--- config.mk ---
export PLATFORM = sky130hd
export DESIGN_NAME = fifo_trig_status
export DESIGN_NICKNAME = d
export VERILOG_FILES = /design/src/rtl/fifo_trig_status.sv
export SDC_FILE = /design/constraint.sdc
export NUM_CORES = 1
export LEC_CHECK = 0
export CAP_MARGIN = 25
export CORE_MARGIN = 10
export CORE_UTILIZATION = 45
export DETAILED_ROUTE_END_ITERATION = 12
export GPL_TIMING_DRIVEN = 1
export PLACE_DENSITY = 0.84
export RECOVER_POWER = 25
export SLEW_MARGIN = 40
export SYNTH_ARGS = -nofsm -noshare
export SYNTH_HDL_FRONTEND = slang
export SYNTH_SLANG_ARGS = --single-unit
--- constraint.sdc ---
create_clock -name clk -period 6.4 [get_ports clk]
set_clock_uncertainty 0.1 [all_clocks]
set_input_delay 1.28 -clock clk [delete_from_list [all_inputs] [get_ports clk]]
set_output_delay 1.28 -clock clk [all_outputs]
set_load 0.02 [all_outputs]
--- src/rtl/fifo_trig_status.sv ---
module fifo_trig_status #(
  parameter int NCH = 4,
  parameter int CW  = 7
) (
  input  logic                    clk,
  input  logic                    rst_n,
  input  logic                    wr_en,
  input  logic [$clog2(NCH)-1:0]  wr_chan,
  input  logic [7:0]              wr_data,
  input  logic                    unlock_a,
  input  logic                    unlock_b,
  input  logic [2*NCH-1:0]        rx_sel,
  input  logic [2*NCH-1:0]        tx_sel,
  input  logic [CW*NCH-1:0]       rx_fill,
  input  logic [CW*NCH-1:0]       tx_free,
  input  logic [NCH-1:0]          rx_timeout,
  input  logic [NCH-1:0]          rx_req_en,
  input  logic [NCH-1:0]          tx_req_en,
  output logic [2*NCH-1:0]        status,
  output logic [NCH-1:0]          rx_req,
  output logic [NCH-1:0]          tx_req
);
  localparam int RW = 8*NCH;

  logic [RW-1:0]  trig_q;
  logic [NCH-1:0] rx_rdy, tx_rdy;
  logic           wr_ok;

  assign wr_ok = wr_en && unlock_a && unlock_b;

  always_ff @(posedge clk or negedge rst_n)
    if (!rst_n)     trig_q <= '0;
    else if (wr_ok) trig_q[wr_chan*8 +: 8] <= wr_data;

  for (genvar i = 0; i < NCH; i++) begin : g_ch
    logic [3:0]    rx_nib, tx_nib;
    logic [CW-1:0] rx_lvl, tx_lvl, rx_leg, tx_leg;

    assign rx_nib = trig_q[i*8+4 +: 4];
    assign tx_nib = trig_q[i*8   +: 4];

    always_comb begin
      case (rx_sel[2*i +: 2])
        2'd0:    rx_leg = CW'(8);
        2'd1:    rx_leg = CW'(16);
        2'd2:    rx_leg = CW'(56);
        default: rx_leg = CW'(60);
      endcase
      case (tx_sel[2*i +: 2])
        2'd0:    tx_leg = CW'(8);
        2'd1:    tx_leg = CW'(16);
        2'd2:    tx_leg = CW'(32);
        default: tx_leg = CW'(56);
      endcase
    end

    assign rx_lvl = (rx_nib == 4'd0) ? rx_leg : CW'({rx_nib, 2'b00});
    assign tx_lvl = (tx_nib == 4'd0) ? tx_leg : CW'({tx_nib, 2'b00});

    assign rx_rdy[i] = rx_timeout[i] || (rx_fill[i*CW +: CW] >= rx_lvl);
    assign tx_rdy[i] = tx_free[i*CW +: CW] >= tx_lvl;

    p_timeout_r8: assert property (@(posedge clk) disable iff (!rst_n)
      rx_timeout[i] |-> status[NCH+i]);

    p_full_r11: assert property (@(posedge clk) disable iff (!rst_n)
      (rx_fill[i*CW +: CW] == CW'(64)) |-> status[NCH+i]);

    p_req_r10: assert property (@(posedge clk) disable iff (!rst_n)
      (rx_req[i] == (status[NCH+i] && rx_req_en[i])) &&
      (tx_req[i] == (status[i] && tx_req_en[i])));

    p_write_r6: assert property (@(posedge clk) disable iff (!rst_n)
      (wr_ok && wr_chan == i) |=> trig_q[i*8 +: 8] == $past(wr_data));
  end

  assign status = {rx_rdy, tx_rdy};
  assign rx_req = rx_rdy & rx_req_en;
  assign tx_req = tx_rdy & tx_req_en;

  p_locked_r6: assert property (@(posedge clk) disable iff (!rst_n)
    !wr_ok |=> $stable(trig_q));

endmodule

[After elaboration in Yosys (flattened, before gate mapping)]
Cells that the tools add are included.
Widths: inputs -> output; s select.
Storage, ports and cells
  output and inout port bits: 16
  logic and storage cells: 69
  input bits: 99
  flip-flop bits (word level): 32
Cells by class
  bitwise logic cells: 2
  mux-type cells: 17
  add/subtract/negate cells: 1
  eq/ne operators: 16
  magnitude comparators: 8
  shift operators: 2
  reductions and logical operators: 22
Operators with widths (number)
  $pmux 6 s3: 8
  $ge 7x7->1: 8
  $mux 7: 8
  $neg 5->34: 1
  $shift 8x34->32 const A: 1
  $shiftx 8x34->32: 1
  $bwmux 32: 1
  $logic_not 4->1: 8
  $eq 2x1->1 const B: 8
  $eq 2x2->1 const B: 8
  $logic_not 2->1: 8
  $and 4x4->4: 2
  $logic_or 1x1->1: 4
  $logic_and 1x1->1: 2

[Logic depth before layout (Yosys ltp)]
Gate-level depths: netlist of run 1.
  word-level depth: 6
  mapped depth: 8
  mapped depth without buffers: 8

[Worst setup path after synthesis of run 1]
OpenSTA, ideal clock, no wires.
  kind: input-to-output
  start point: in tx_sel[2]
  end point: out tx_req[1]
  data required time: 5.020 ns
  setup slack: 1.990 ns
  arrival time: 3.030 ns
  cell stages on the path: 8
  path buffers: 0
  cell sequence: inv_1 -> ha_1 -> nor4b_1 -> nor2_1 -> ha_1 -> nor4bb_1 -> o311ai_0 -> a21boi_0
Between the ends
  cells in the longest elaborated chain, start to end: 5
  elaborated cells on any way between the ends: 7
  classes of those cells: order compare: 1; eq/ne: 2; mux: 2; bitwise: 1; reduce/logical: 1
RTL lines
  start, declared: RTL line 13  | input logic [2*NCH-1:0] tx_sel,
  $eq 2x2->1, or another cell as far along: RTL line 49  | case (tx_sel[2*i +: 2])
  $pmux 6 s3 *: RTL line 49
  $mux 7 *: RTL line 58  | assign tx_lvl = (tx_nib == 4'd0) ? tx_leg : CW'({tx_nib, 2'b00});
  $ge 7x7->1 *: RTL line 61  | assign tx_rdy[i] = tx_free[i*CW +: CW] >= tx_lvl;
  $and 4x4->4 *: RTL line 79  | assign tx_req = tx_rdy & tx_req_en;
  end, declared: RTL line 21  | output logic [NCH-1:0] tx_req
Mark *: on every way between the ends. The rest lies on a longest branch, timed or not.

[Worst setup path in the final report of run 1]
Same ends and word-level chain as after synthesis.

==> qor.yml, run 1 <==
yosysSeqAreaShare_pct: 28.73
design_area_um2: 4069
postCtsHoldBufs: 0
end_kind: "output pin"
cellLeakagePower_nw: 1.793
via_count: 2842
tritoncts.num_buffers: 5
finalSetupViolCount: 0
synthCells: 352
cts_tree: "yes"
hpwl_um: 6780
final_common_cell: "clkdlybuf4s50_1"
synthDistinctLibCells: 27
path_clk_slew_ns: 0.06
p_per_area_nw_per_um2: 153.3
r2r_slack_ns: 5.54
cts_buffer_depth: 2
syn_area_per_cell_um2: 7.920
grt_usage_pct: 15.75
crit_type: "in -> out"
whs_path_depth: 2
synth_nets: 500
path_max_fanout: 3
fin_crit_ns: 5.412
rsz0062_at_grt: "false"
floorplan.initialDensity_pct: 46.81
rr_startpoint: "trig_q[21]"
cts_setup_buffers: 0
routedWlPerCell_um: 14.64
drtPass1Iterations: 6
timing.fmax_mhz: 184.8
dieHeight_um: 98.71
min_period_over_period_pct: 84.57
drive_gt1_share_pct: 2.151
grt_pass1_vias: 2844
drc: 0
ctsResizeCount: 0
die-area_um2: 9743
n_antenna_cell: 0
cts-root-buf: "clkbuf_8"
largest_reg_flops: 32
ys_ff_latch: 32
required_ns: 5.02
fin_tns_setup_ns: 0
dpl_cell_area_um2: 3995
antenna_found_initial: 0
holdWs_ns: 0.4379
drv_slew: 33
r2r_cells: 2
postLayoutCoreUtil_pct: 68.32
worstPathArrival_ns: 4.03
vias_per_cell: 5.263
overflow: 0
synth_warnings: 0
io_pins: 115
min_from: "trig_q[28]"
worst_skew_pair.late_latency_ns: 0.27
dieWidth_um: 98.71
final_cell_mix: "113 x clkdlybuf4s50_1, 72 x nand2_1, 49 x ha_1"
routed_wl_um: 7907
grt_max_degree: 33
maxCapViolCount: 1
hold_viol_final: 0
min_to: "trig_q[28]"
ir_drop_v: 0.00009721
layout.nets: 613
nFillCells: 478
cts_sinks: 32
h-tree-depth: 2
regMostFlops: "trig_q"
numPortBuffers: 114
core_um2: 5956
fp-row-count: 28
gp_congestion: 0.7868
crit_path_start_kind: "primary input"
status: "finished, violations left"
drt-initial-drc-count: 61
antenna_left: 0
max_slew_margin_pct: -11.78
syn_to_final_growth_pct: 45.96
top_regs: "trig_q: 32 flops"
min_path_type: "reg -> reg"
violations: "capacitance limit, slew limit"
netlist_area_um2: 2788
tightest_slew_ns: 1.677
grt_pass1_wl_um: 13010
worstReg2RegEnd: "trig_q[21]"
==> cell usage after synthesis (all sizes together) <==
library cell,n,area share (%)
nand4,4,0.90
nand2b,8,1.8
and3b,1,0.36
dfrtp,32,29
nand2,72,9.7
nor4b,6,1.9
inv,22,3.0
a21boi,4,1.1
o221ai,4,1.3
nor3,5,0.90
a211oi,4,1.1
o21ai,36,6.5
ha,49,22
o311ai,4,1.3
nor2,37,5.0
nor4bb,4,1.4
nor2b,8,1.8
nand3b,2,0.54
buf,1,0.18
o41ai,2,0.63
clkbuf,8,1.1
nor4,11,2.5
or3,4,0.90
a21oi,15,2.7
nor3b,9,3.0
==> kinds of logic after synthesis <==
kind of cell | share of synthesized area (%)
buf+inv | 4.219
compound gates | 14.45
flops | 28.73
simple gates | 30.61
fa+ha+maj | 21.99
==> per-layer routing <==
layer	vias to the layer above	track usage (%)	part of all wire (%)
met5	-	0	0
met4	0	3.528	1.2
met3	8	4.120	4.7
met2	65	29.05	51
met1	1307	17.56	43
li1	1462	-	-
==> worst max-delay path, cell delays in order <==
cell             delay [ns]
clkdlybuf4s50_1        0.52
inv_1                  0.06
ha_1                   0.27
nor4b_1                0.22
nor2_1                 0.07
ha_1                   0.28
nor4bb_1               0.28
o311ai_0               0.20
a21boi_0               0.21
clkdlybuf4s50_1        0.63
==> cell type report <==
type                       instances  area (µm²)  share of cell area [%]
multi-input combinational        289        1869                   45.94
tap                               75       93.84                   2.306
timing repair buffer             115        1145                   28.14
clock inverter                     1       5.005                  0.1230
inverter                          22       82.58                   2.030
clock buffer                       6       72.57                   1.784
sequential                        32       800.8                   19.68
==> stage by stage <==
stage / power (W) / cells / worst slack [ns]
after CTS: 0.0006305 / 540 / 0.9479
after global routing: 0.0006709 / 540 / 0.7456
final: 0.0006239 / 540 / 0.9878
after floorplan: 0.0003665 / 352 / 1.990
after detailed placement: 0.0004909 / 533 / 0.9568
after global placement: 0.0004789 / 533 / 1.129
==> where the power goes <==
part           total (W)  switching, W  leakage [nW]  internal, W
registers       0.000236     0.0000183         0.439     0.000217
logic           0.000249      0.000110          1.31     0.000139
clock network   0.000139     0.0000654        0.0410    0.0000737
==> worst max-delay path by stage <==
stage	from	cells after the start	slack (ns)	to
2_1_floorplan	tx_sel[2]	8	1.99	tx_req[1]
3_3_place_gp	tx_sel[2]	10	1.13	tx_req[1]
3_5_place_dp	tx_sel[2]	10	0.96	tx_req[1]
4_1_cts	tx_sel[2]	10	0.95	tx_req[1]
5_1_grt	tx_sel[2]	10	0.75	tx_req[1]
6_report	tx_sel[2]	10	0.99	tx_req[1]
No activity file was read; power rests on OpenSTA's default activity.
==> run 2: changes to the inputs <==
Settings changed: CORE_UTILIZATION 45 to 40, PLACE_DENSITY 0.84 to 0.79.
Clock period 6.4 ns to 4.5 ns, I/O delays scaled along.
==> qor.yml, run 2 (synthesis results as in run 1) <==
ir_drop_v: 0.0001142  # was 0.00009721 V
multi_input_area_um2: 1883  # was 1869 µm²
r2r_cells: 2  # unchanged
cts_setup_buffers: 0  # unchanged
grt_pass1_wl_um: 13140  # was 13010 µm
grt_usage_pct: 15.18  # was 15.75%
status: "finished, violations left"  # unchanged
dieHeight_um: 103.5  # was 98.71 µm
gp_congestion: 0.7551  # was 0.7868
register_area_um2: 800.8  # unchanged
whs_path_depth: 2  # unchanged
vias_per_cell: 5.039  # was 5.263
drv_slew: 33  # unchanged
regMostFlops: "trig_q"  # unchanged
hpwl_um: 6797  # was 6780 µm
drtPass1Iterations: 4  # was 6
routedWlPerCell_um: 14.06  # was 14.64 µm
h-tree-depth: 2  # unchanged
worstReg2RegEnd: "trig_q[7]"  # was trig_q[21]
cellLeakagePower_nw: 1.857  # was 1.793 nW
crit_path_start_kind: "primary input"  # unchanged
tritoncts.num_buffers: 5  # unchanged
die-area_um2: 10710  # was 9743 µm²
path_max_fanout: 2  # was 3
routed_wl_um: 7959  # was 7907 µm
dpl_cell_area_um2: 4051  # was 3995 µm²
p_per_area_nw_per_um2: 221.3  # was 153.3 nW/µm²
timing.fmax_mhz: 230.3
via_count: 2852  # was 2842
dp.cells: 558  # was 533
dieWidth_um: 103.5  # was 98.71 µm
path_clk_slew_ns: 0.06  # about the same
r2r_slack_ns: 3.66  # was 5.54 ns
cts_sinks: 32  # unchanged
hold_viol_final: 0  # unchanged
io_pins: 115  # unchanged
core_um2: 6794  # was 5956 µm²
ctsResizeCount: 5  # was 0
crit_type: "in -> out"  # unchanged
maxCapViolCount: 1  # unchanged
slowest_stage: "clkdlybuf4s50_1"  # unchanged
cts_tree: "yes"  # unchanged
cts_buffer_depth: 2  # unchanged
crit_chain: "clkdlybuf4s50_1 -> inv_1 -> ha_1 -> nor4b_1 -> nor2_1 -> ha_1 -> nor4bb_1 -> o311ai_1 -> nand2_1 -> clkdlybuf4s50_1"  # was clkdlybuf4s50_1 -> inv_1 -> ha_1 -> nor4b_1 -> nor2_1 -> ha_1 -> nor4bb_1 -> o311ai_0 -> a21boi_0 -> clkdlybuf4s50_1
overflow: 0  # unchanged
min_period_over_period_pct: 96.48
drc: 0  # unchanged
fin_crit_ns: 4.342
crit_family: "buffers and inverters"  # unchanged
required_ns: 3.50  # was 5.02 ns
rr_startpoint: "trig_q[7]"  # was trig_q[21]
end_kind: "output pin"  # unchanged
floorplan.initialDensity_pct: 41.03  # was 46.81%
violations: "capacitance limit, slew limit"  # unchanged
worstPathArrival_ns: 3.34  # was 4.03 ns
worst_skew_pair.late_latency_ns: 0.28  # was 0.27 ns
fp-row-count: 30  # was 28
postCtsHoldBufs: 0  # unchanged
largest_reg_flops: 32  # unchanged
cts-root-buf: "clkbuf_8"  # unchanged
numPortBuffers: 114  # unchanged
drt-initial-drc-count: 115  # was 61
min_from: "trig_q[29]"  # was trig_q[28]
n_antenna_cell: 0  # unchanged
final_cell_mix: "106 x clkdlybuf4s50_1, 72 x nand2_1, 49 x ha_1"  # was 113 x clkdlybuf4s50_1, 72 x nand2_1, 49 x ha_1
top_regs: "trig_q: 32 flops"  # unchanged
finalNonFillerCells: 566  # was 540
syn_to_final_growth_pct: 49.24  # was 45.96%
min_path_type: "reg -> reg"  # unchanged
nFillCells: 609  # was 478
finalSetupViolCount: 0  # unchanged
cp_slowest_stage_delay_ns: 0.55  # was 0.63 ns
path_buf_inv: 3  # unchanged
layout.nets: 617  # was 613
min_to: "trig_q[29]"  # was trig_q[28]
max_slew_margin_pct: -13.61  # was -11.78%
tightest_slew_ns: 1.704  # was 1.677 ns
final_common_cell: "clkdlybuf4s50_1"  # unchanged
grt_max_degree: 33  # unchanged
antenna_found_initial: 0  # unchanged
grt_pass1_vias: 2980  # was 2844
design_area_um2: 4160  # was 4069 µm²
drive_gt1_share_pct: 3.830  # was 2.151%
antenna_left: 0  # unchanged
==> run 2: worst register-to-register path, stage by stage (launching register included) <==
cell and delay, ns:
dfrtp_1 0.42, nand2_1 0.07, o21ai_0 0.11
==> run 2: where the power goes <==
part / internal [W] / leakage [nW] / switching [W]
Clock: 0.000122 / 0.0510 / 0.000103
Sequential: 0.000309 / 0.439 / 0.0000257
Combinational: 0.000201 / 1.37 / 0.000161
==> run 2: layout make-up <==
cell class | instances | area share (%)
sequential | 32 | 19.25
timing repair buffer | 119 | 28.39
inverter | 22 | 1.985
tap | 96 | 2.887
multi-input combinational | 289 | 45.26
clock inverter | 2 | 0.2406
clock buffer | 6 | 1.985
==> run 2: layer usage <==
layer / track usage [%] / routed length (µm) / vias to the layer above
met4: 2.353 / 67 / 0
li1: - / - / 1472
met1: 16.54 / 3202 / 1304
met3: 5.183 / 609 / 7
met2: 28.12 / 4080 / 69
met5: 0 / 0 / -
==> run 2: per-stage QoR <==
step / utilization [%] / total power [W] / setup slack, ns / hold slack [ns] / setup TNS (ns)
after floorplan: - / 0.0005213 / 0.8503 / 0.3944 / 0
after global placement: 59.63 / 0.0006858 / -0.002768 / 0.4181 / -0.002768
after detailed placement: 59.63 / 0.0007022 / -0.1154 / 0.4252 / -0.2178
after CTS: 60.94 / 0.0009287 / 0.02945 / 0.4407 / 0
after global routing: 61.23 / 0.0009921 / -0.002075 / 0.4857 / -0.002075
final: 61.23 / 0.0009208 / 0.1582 / 0.4374 / 0
==> run 2: how the worst max path moves through the flow <==
stage                         start        end  slack [ns]  cells past startpoint
final                     tx_sel[6]  status[3]        0.16                     10
after global placement    tx_sel[2]  tx_req[1]      -0.003                     10
after CTS                 tx_sel[0]  status[0]        0.03                     10
after detailed placement  tx_sel[2]  tx_req[1]       -0.12                     10
after global routing      tx_sel[2]  tx_req[1]      -0.002                     10
after floorplan           tx_sel[2]  tx_req[1]        0.85                      8
